### src/rtl/flt_pkg.sv
package flt_pkg;
  localparam int UNIT_BITS  = 80;
  localparam int QUAD_LANES = 5;
  localparam int NUM_QUADS  = 4;
  localparam int LANES      = QUAD_LANES * NUM_QUADS;

  typedef enum logic [1:0] {
    WD_FULL    = 2'd0,
    WD_HALF    = 2'd1,
    WD_QUARTER = 2'd2,
    WD_QALT    = 2'd3
  } width_t;

  // fold the spare code onto quarter width
  function automatic width_t width_norm(input logic [1:0] code);
    case (code)
      2'd0:    return WD_FULL;
      2'd1:    return WD_HALF;
      default: return WD_QUARTER;
    endcase
  endfunction

  // active lanes per width
  function automatic int active_lanes(input width_t w);
    case (w)
      WD_FULL: return LANES;
      WD_HALF: return LANES / 2;
      default: return QUAD_LANES;
    endcase
  endfunction
endpackage

### src/rtl/flt_unit_ctrl.sv
module flt_unit_ctrl
  import flt_pkg::*;
#(
  parameter int UBITS = UNIT_BITS,
  parameter int QL    = QUAD_LANES,
  localparam int MAX_CYC = UBITS / (2 * QL),
  localparam int CW      = (MAX_CYC > 1) ? $clog2(MAX_CYC) : 1
) (
  input  logic       clk,
  input  logic       rst_n,
  input  logic       in_valid,
  input  logic [1:0] width_code,
  output logic       in_ready,
  output logic       accept,
  output logic       busy,
  output logic       last_cyc,
  output logic       first_cyc,
  output width_t     width_q
);
  localparam int FULL_CYC = UBITS / (2 * QL * NUM_QUADS);
  localparam int HALF_CYC = UBITS / (QL * NUM_QUADS);

  logic [CW-1:0] cyc_cnt;
  logic [CW-1:0] cyc_last;

  always_comb begin
    case (width_q)
      WD_FULL: cyc_last = CW'(FULL_CYC - 1);
      WD_HALF: cyc_last = CW'(HALF_CYC - 1);
      default: cyc_last = CW'(MAX_CYC - 1);
    endcase
  end

  assign last_cyc  = busy && (cyc_cnt == cyc_last);
  assign first_cyc = busy && (cyc_cnt == '0);
  assign in_ready  = !busy || last_cyc;
  assign accept    = in_valid && in_ready;

  always_ff @(posedge clk or negedge rst_n) begin
    if (!rst_n) begin
      busy    <= 1'b0;
      cyc_cnt <= '0;
      width_q <= WD_FULL;
    end else if (accept) begin
      busy    <= 1'b1;
      cyc_cnt <= '0;
      width_q <= width_norm(width_code);
    end else if (busy) begin
      if (last_cyc) begin
        busy    <= 1'b0;
        cyc_cnt <= '0;
      end else begin
        cyc_cnt <= cyc_cnt + 1'b1;
      end
    end
  end

  // a freshly accepted unit always spans more than one cycle
  p_ready_drop_r8: assert property (@(posedge clk) disable iff (!rst_n)
    accept |=> !in_ready);

  // width held for the whole unit
  p_width_hold_r10: assert property (@(posedge clk) disable iff (!rst_n)
    (busy && !first_cyc) |-> $stable(width_q));
endmodule

### src/rtl/flt_beat_slicer.sv
module flt_beat_slicer
  import flt_pkg::*;
#(
  parameter int UBITS = UNIT_BITS,
  parameter int QL    = QUAD_LANES,
  parameter int NQ    = NUM_QUADS,
  localparam int NL   = QL * NQ
) (
  input  width_t           width,
  input  logic             busy,
  input  logic [UBITS-1:0] hold,
  output logic [NL-1:0]    even_w,
  output logic [NL-1:0]    odd_w
);
  // per quadrant: which widths drive it, and from where
  for (genvar q = 0; q < NQ; q++) begin : g_quad
    localparam int LO = q * QL;
    logic [QL-1:0] ev_full, od_full, ev_half, od_half, ev_qtr, od_qtr;

    assign ev_full = hold[LO +: QL];
    assign od_full = hold[NL + LO +: QL];

    if (q < NQ / 2) begin : g_half
      assign ev_half = hold[LO +: QL];
      assign od_half = hold[NL / 2 + LO +: QL];
    end else begin : g_half_off
      assign ev_half = '0;
      assign od_half = '0;
    end

    if (q == 0) begin : g_qtr
      assign ev_qtr = hold[QL-1:0];
      assign od_qtr = hold[2*QL-1:QL];
    end else begin : g_qtr_off
      assign ev_qtr = '0;
      assign od_qtr = '0;
    end

    always_comb begin
      if (!busy) begin
        even_w[LO +: QL] = '0;
        odd_w[LO +: QL]  = '0;
      end else begin
        case (width)
          WD_FULL: begin
            even_w[LO +: QL] = ev_full;
            odd_w[LO +: QL]  = od_full;
          end
          WD_HALF: begin
            even_w[LO +: QL] = ev_half;
            odd_w[LO +: QL]  = od_half;
          end
          default: begin
            even_w[LO +: QL] = ev_qtr;
            odd_w[LO +: QL]  = od_qtr;
          end
        endcase
      end
    end
  end
endmodule

### src/rtl/flit_lane_tx.sv
module flit_lane_tx
  import flt_pkg::*;
#(
  parameter int UBITS = UNIT_BITS,
  parameter int QL    = QUAD_LANES,
  parameter int NQ    = NUM_QUADS,
  localparam int NL   = QL * NQ
) (
  input  logic             clk,
  input  logic             rst_n,
  input  logic [1:0]       width_sel,
  input  logic             unit_valid,
  output logic             unit_ready,
  input  logic [UBITS-1:0] unit_data,
  output logic             lane_valid,
  output logic             lane_first,
  output logic [NL-1:0]    lane_even,
  output logic [NL-1:0]    lane_odd
);
  logic             accept, busy, last_cyc, first_cyc;
  width_t           width_q;
  logic [UBITS-1:0] hold;

  flt_unit_ctrl #(.UBITS(UBITS), .QL(QL)) u_ctrl (
    .clk       (clk),
    .rst_n     (rst_n),
    .in_valid  (unit_valid),
    .width_code(width_sel),
    .in_ready  (unit_ready),
    .accept    (accept),
    .busy      (busy),
    .last_cyc  (last_cyc),
    .first_cyc (first_cyc),
    .width_q   (width_q)
  );

  // shift register: two slices leave per cycle
  always_ff @(posedge clk or negedge rst_n) begin
    if (!rst_n) begin
      hold <= '0;
    end else if (accept) begin
      hold <= unit_data;
    end else if (busy) begin
      case (width_q)
        WD_FULL: hold <= hold >> (2 * NL);
        WD_HALF: hold <= hold >> NL;
        default: hold <= hold >> (2 * QL);
      endcase
    end
  end

  flt_beat_slicer #(.UBITS(UBITS), .QL(QL), .NQ(NQ)) u_slice (
    .width (width_q),
    .busy  (busy),
    .hold  (hold),
    .even_w(lane_even),
    .odd_w (lane_odd)
  );

  assign lane_valid = busy;
  assign lane_first = first_cyc;

  // accepted unit starts in the next cycle with beat 0
  p_first_after_accept_r7: assert property (@(posedge clk) disable iff (!rst_n)
    (unit_valid && unit_ready) |=> (lane_valid && lane_first));

  // idle lanes quiet
  p_idle_quiet_r11: assert property (@(posedge clk) disable iff (!rst_n)
    !lane_valid |-> (lane_even == '0 && lane_odd == '0 && !lane_first));

  // quarter width leaves upper quadrants at zero
  p_quarter_zero_r6: assert property (@(posedge clk) disable iff (!rst_n)
    (lane_valid && width_q == WD_QUARTER) |->
      (lane_even[NL-1:QL] == '0 && lane_odd[NL-1:QL] == '0));

  // half width leaves upper two quadrants at zero
  p_half_zero_r5: assert property (@(posedge clk) disable iff (!rst_n)
    (lane_valid && width_q == WD_HALF) |->
      (lane_even[NL-1:NL/2] == '0 && lane_odd[NL-1:NL/2] == '0));
endmodule

### config.mk
export PLATFORM = sky130hd
export DESIGN_NAME = flit_lane_tx
export DESIGN_NICKNAME = d
export VERILOG_FILES = /design/src/rtl/flt_pkg.sv /design/src/rtl/flt_unit_ctrl.sv /design/src/rtl/flt_beat_slicer.sv /design/src/rtl/flit_lane_tx.sv
export SDC_FILE = /design/constraint.sdc
export NUM_CORES = 1
export LEC_CHECK = 0
export BUFFER_PORTS_ARGS = -buffer_cell sky130_fd_sc_hd__buf_2
export CORE_MARGIN = 5
export CORE_UTILIZATION = 51
export CTS_CLUSTER_DIAMETER = 200
export DETAILED_ROUTE_END_ITERATION = 10
export GPL_ROUTABILITY_DRIVEN = 0
export PLACE_DENSITY = 0.85
export SLEW_MARGIN = 20
export SYNTH_ARGS = -nofsm -noshare
export SYNTH_HDL_FRONTEND = slang
export SYNTH_HIERARCHICAL = 1
export SYNTH_SLANG_ARGS = --single-unit
### constraint.sdc
create_clock -name clk -period 2.9 [get_ports clk]
set_input_delay 0.145 -clock clk [delete_from_list [all_inputs] [get_ports clk]]
set_output_delay 0.145 -clock clk [all_outputs]
set_load 0.01 [all_outputs]
==> results_dict.tcl, run 1 <==
set metrics [dict create \
    antenna_found_initial 0 \
    wirelength_um 17400 \
    syn-num-nets 700 \
    clock_sinks 86 \
    start_kind "flip-flop" \
    port_buffers 127 \
    hp-class "in2reg" \
    setup_tns_ps 0 \
    gr-usage-all-layers_pct 25.9 \
    cts_tree "yes" \
    die_area_um2 13300 \
    io_pins 128 \
    synth_area_per_cell_um2 9.25 \
    nFillCells 904 \
    viasPerCell 6.14 \
    root_buffer "clkbuf_8" \
    power_mw 8.38 \
    rsz0062_at_grt "false" \
    crit_type "reg2reg" \
    final_core_util_pct 60.5 \
    fmax_mhz 379 \
    diodes 0 \
    start_util_pct 52.1 \
    hp-start "unit_data[76]" \
    final_cell_mix "buf_2, dfrtp_1, o21ai_0, a21oi_1, nand2_1" \
    arrival_ps 2850 \
    vias 5267 \
    p_leak_nw 2.92 \
    grt_max_degree 111 \
    slew_viol_final 0 \
    finalHoldViolations 0 \
    highest_layer "met4" \
    postSynthCellCount 613 \
    grt_pass1_wl_um 27000 \
    finalCritPeriodShare_pct 90.9 \
    route.met3.wl_um 1890 \
    clock_skew_ps 11.2 \
    final-setup-viol-count 0 \
    ir_drop_mv 0.993 \
    core.rowCount 38 \
    dpl.hpwl_um 12200 \
    numCtsBuffers 9 \
    ant_nets 0 \
    run_status "complete, no violations" \
    drt-initial-drc-count 667 \
    clkSlewWorstSetupHoldPaths_ps 90 \
    num-nets-final 800 \
    fin_crit_ps 2640 \
    overflow 0 \
    synth_area_um2 5670 \
    tightest_slew_ps 863 \
    worstPathRequired_ps 3110 \
    cts_buffer_depth 2 \
    drc 0 \
    cp-startpoint "u_ctrl/cyc_cnt[2]" \
    core_area_um2 10900 \
    dr_wl_met2_um 8220 \
    drive_gt1_share_pct 35.2 \
    power_density_nw_per_um2 1270 \
    wl_met1_um 6910 \
    yosys_warnings 6 \
    die_w_um 115 \
    final_common_cell "buf_2" \
    clock_latency_ps 360 \
    maxCapViolations 0 \
    first_global_vias 5167 \
    wire_per_inst_um 20.3 \
    htree_levels 3 \
    slew-limit-headroom_pct 42.5 \
    die_y_um 115 \
    critPathMaxFanout 30 \
    endpoint_kind "flip-flop" \
    drt_pre_antenna_iters 5 \
    post_cts_buffers 0 \
    synthToLayoutAreaGrowth_pct 16.2 \
    r2r_start "u_ctrl/cyc_cnt[2]" \
]
-- report_power, final --
part	total [mW]	switching, mW	internal [mW]
Sequential	2.44	0.653	1.79
Clock	0.864	0.441	0.422
Combinational	5.08	2.75	2.32
-- state kept, by name (all words and copies together) (netlist names) --
register / flops
hold: 80
u_ctrl/width_q: 2
u_ctrl/cyc_cnt: 3
u_ctrl/busy: 1
-- critical path: stages, from the launching register on --
cell      delay [ps]
dfrtp_1          500
and4bb_4         290
nor3_1           440
o21ai_2          120
or3b_2           670
buf_12           260
o22ai_2          130
a21oi_1           60
-- path summary, 6_finish.rpt --
path | endpoint | slack (ps) | depth (start not counted)
hold / removal | hold[76] | 3 | 3
max in group asynchronous | hold[64] | 1740 | 3
min in group asynchronous | hold[1] | 430 | 2
hold reg to reg | hold[58] | 570 | 2
setup reg to reg | hold[9] | 260 | 7
setup / recovery | hold[9] | 260 | 7
-- metal layers --
layer / global-route usage, % / up-vias
met3: 6.95 / 31
met4: 7.67 / 0
li1: - / 2397
met2: 41.7 / 350
met5: 0 / -
met1: 34.5 / 2489
-- per-stage QoR --
step / cells / hold slack [ps] / worst slack (ps) / instance area [um2]
3_5_place_dp: 835 / 298 / 278 / 6320
4_1_cts: 857 / 0.748 / 286 / 6580
5_1_grt: 858 / 9.43 / 134 / 6590
3_3_place_gp: 835 / 294 / 495 / 6320
6_report: 858 / 3.42 / 264 / 6590
2_1_floorplan: 613 / -151 / 732 / 5670
-- layout make-up --
class	count	area, um2	share of cell area, %
Multi-Input combinational cell	463	3200	48.5
Clock buffer	11	141	2.15
Timing Repair Buffer	148	838	12.7
Clock inverter	5	58.8	0.892
Sequential cell	86	2160	32.7
Tap cell	140	175	2.66
Inverter	5	20.0	0.304
-- repair_timing --
action                                 4_1_cts  5_1_grt
gates resized for setup                      0        0
endpoints found under the hold margin       68        1
setup endpoints to repair                    0        0
hold buffers                                 6        1
(Power assumes the default switching activity.)
==> run 2, diff against run 1 <==
Settings changed: SYNTH_HIERARCHICAL 1 to default.
==> results_dict.tcl, run 2 <==
set metrics [dict create \
    hp-class "in2reg" \
    wire_per_inst_um 19.7 \
    syn-num-nets 752 \
    synth.distinct_cells 39 \
    ant_nets 0 \
    power_density_nw_per_um2 1030 \
    crit_slowest_cell "dfrtp_2" \
    die_y_um 117 \
    ys_top_cells_by_count "dfrtp_1, nand2_1, mux2i_1" \
    nFillCells 982 \
    finalCritPeriodShare_pct 90.4 \
    r2r_start "u_ctrl.width_q[1]" \
    finalHoldViolations 0 \
    async_flop_share_pct 100 \
    htree_levels 3 \
    comb_power_share_pct 51.3 \
    swShare_pct 45.2 \
    synth_seq_cells 86 \
    gr-usage-all-layers_pct 25.2 \
    clock_latency_ps 340 \
    die_area_um2 13800 \
    run_status "complete, no violations" \
    p_switching_mw 3.18 \
    cts_tree "yes" \
    max_flop_register "hold" \
    postSynthCellCount 665 \
    largest_register_ffs 80 \
    final-setup-viol-count 0 \
    tightest_slew_ps 856 \
    rrSetupSlack_ps 380 \
    p_leak_nw 3.31 \
    reg_top3 "hold: 80 flops, u_ctrl.cyc_cnt: 3 flops, u_ctrl.width_q: 2 flops" \
    layout.cells.non_filler 901 \
    final_cell_mix "buf_2, dfrtp_1, nand2_1" \
    synth_compound_area_share_pct 25.9 \
    crit_family "flip-flops" \
    place_ws_ps 403 \
    core.rowCount 39 \
    final_common_cell "buf_2" \
    reg2reg_to "hold[25]" \
    post-place-cells 884 \
    fin_ws_ps 278 \
    viasPerCell 6.34 \
    yosys.area.top_type "dfrtp_1" \
    maxCapViolations 0 \
    synthToLayoutAreaGrowth_pct 16.1 \
    wirelength_um 17700 \
    fin_crit_ps 2620 \
    die_w_um 117 \
    dpl.hpwl_um 12300 \
    r2r_cells 5 \
    vias 5714 \
    post-synth-top-count-cell "dfrtp_1" \
    slew-limit-headroom_pct 42.2 \
    clock_sinks 86 \
    synth_area_um2 5880 \
    ys.flop_type "dfrtp_1" \
    antenna_found_initial 0 \
    root_buffer "clkbuf_16" \
    synth.area.mux_share_pct 11.4 \
    final_core_util_pct 60.1 \
    grt_pass1_wl_um 28900 \
    port_buffers 127 \
    core_area_um2 11400 \
    drc 0 \
    seqPwrFrac_pct 31.7 \
    intPower_mw 3.85 \
    worstPathRequired_ps 2760 \
    drt-initial-drc-count 682 \
    io_pins 128 \
    clock_skew_ps 8.27 \
    synthAdderAreaFrac_pct 0.426 \
    diodes 0 \
    first_global_vias 5483 \
    yosys_warnings 0 \
    synth-seq-area-share_pct 36.6 \
    slew_viol_final 0 \
    num-nets-final 840 \
    worstHoldEndpoint "hold[29]" \
    hold_depth 2 \
    clkPwrFrac_pct 17.0 \
    crit_buf_inv 2 \
    arrival_ps 2480 \
    synth_top_family_by_area "compound AO/OA/AOI/OAI gates" \
    clkSlewWorstSetupHoldPaths_ps 60 \
    drt_pre_antenna_iters 6 \
    overflow 0 \
    synth_top_area_share_pct 36.6 \
    endpoint_kind "output pin" \
    synth-xor-area-share_pct 0.149 \
    crit_chain "and4bb_1 -> o31ai_4 -> and2_2 -> inv_4 -> buf_2" \
    grt_max_degree 88 \
    start_util_pct 51.7 \
    setup_tns_ps 0 \
    cts_buffer_depth 2 \
    hp-start "unit_data[29]" \
    crit_type "reg2out" \
    start_kind "flip-flop" \
    slowest_delay_ps 670 \
    ys_top_cells_by_area "dfrtp_1, mux2i_1, a22o_1, o21ai_0, nand2_1" \
    fmax_mhz 381 \
    synth-simple-area-share_pct 16.6 \
    power_mw 7.02 \
    drive_gt1_share_pct 22.7 \
    synth_edf_count 0 \
    critPathMaxFanout 32 \
    rsz0062_at_grt "false" \
    ir_drop_mv 0.820 \
    numCtsBuffers 9 \
    synth_area_per_cell_um2 8.84 \
]
==> run 2: layer usage <==
metal / vias to the layer above / track usage, % / wire length, um
li1: 2621 / - / -
met1: 2712 / 36.0 / 7540
met2: 360 / 37.8 / 8050
met3: 21 / 7.17 / 1900
met4: 0 / 5.87 / 204
met5: - / 0 / 0
==> run 2: worst register-to-register path, delay by kind of cell, from the launching register on <==
family	cells	cell delay (ps)
and+or+nand+nor	2	640
buffers and inverters	1	500
DFF	1	670
AOI/OAI and AO/OA	2	580
==> run 2: per-stage QoR <==
step           hold slack (ps)  area [um2]
6_report                  31.9        6830
5_1_grt                   38.5        6830
4_1_cts                   25.0        6820
3_5_place_dp               268        6510
3_3_place_gp               261        6510
2_1_floorplan             -151        5880
==> run 2: timing repair <==
item | in CTS | in global routing
setup endpoints to repair | 0 | 1
hold buffers | 1 | 0
buffers inserted | 0 | 0
resized for setup | 0 | 1
hold endpoints to repair | 57 | 0
==> run 2: worst max-delay path by stage <==
stage | startpoint | to | slack [ps] | cells past startpoint
5_1_grt | u_ctrl.width_q[1] | unit_ready | 150 | 5
3_3_place_gp | u_ctrl.width_q[1] | hold[77] | 500 | 5
3_5_place_dp | u_ctrl.width_q[1] | hold[77] | 400 | 5
6_report | u_ctrl.width_q[1] | unit_ready | 280 | 5
4_1_cts | u_ctrl.width_q[1] | unit_ready | 120 | 5
2_1_floorplan | u_ctrl.width_q[0] | hold[74] | 1070 | 8
==> run 2: power groups by stage <==
stage | Sequential, mW | Clock [mW] | Combinational (mW)
5_1_grt | 2.29 | 1.25 | 3.94
6_report | 2.22 | 1.19 | 3.61
2_1_floorplan | 1.93 | 0 | 2.89
3_5_place_dp | 2.21 | 0 | 3.54
3_3_place_gp | 2.18 | 0 | 3.39
4_1_cts | 2.19 | 1.20 | 3.57
==> run 2: final cells by class <==
cell class                      count  area (um2)  area share [%]
Timing Repair Buffer              146         796            11.7
Tap cell                          143         179            2.62
Clock inverter                      3        42.5           0.623
Clock buffer                       13         260            3.81
Multi-Input combinational cell    468        3230            47.3
Inverter                           42         160            2.35
Sequential cell                    86        2160            31.6
==> run 2: cells by family after synthesis <==
kind of cell,after synthesis
multiplexers,67
XOR/XNOR,1
AO/OA/AOI/OAI,207
adder cells (fa/ha/maj),2
flip-flops,86
AND/OR/NAND/NOR,191
buffers and inverters,111
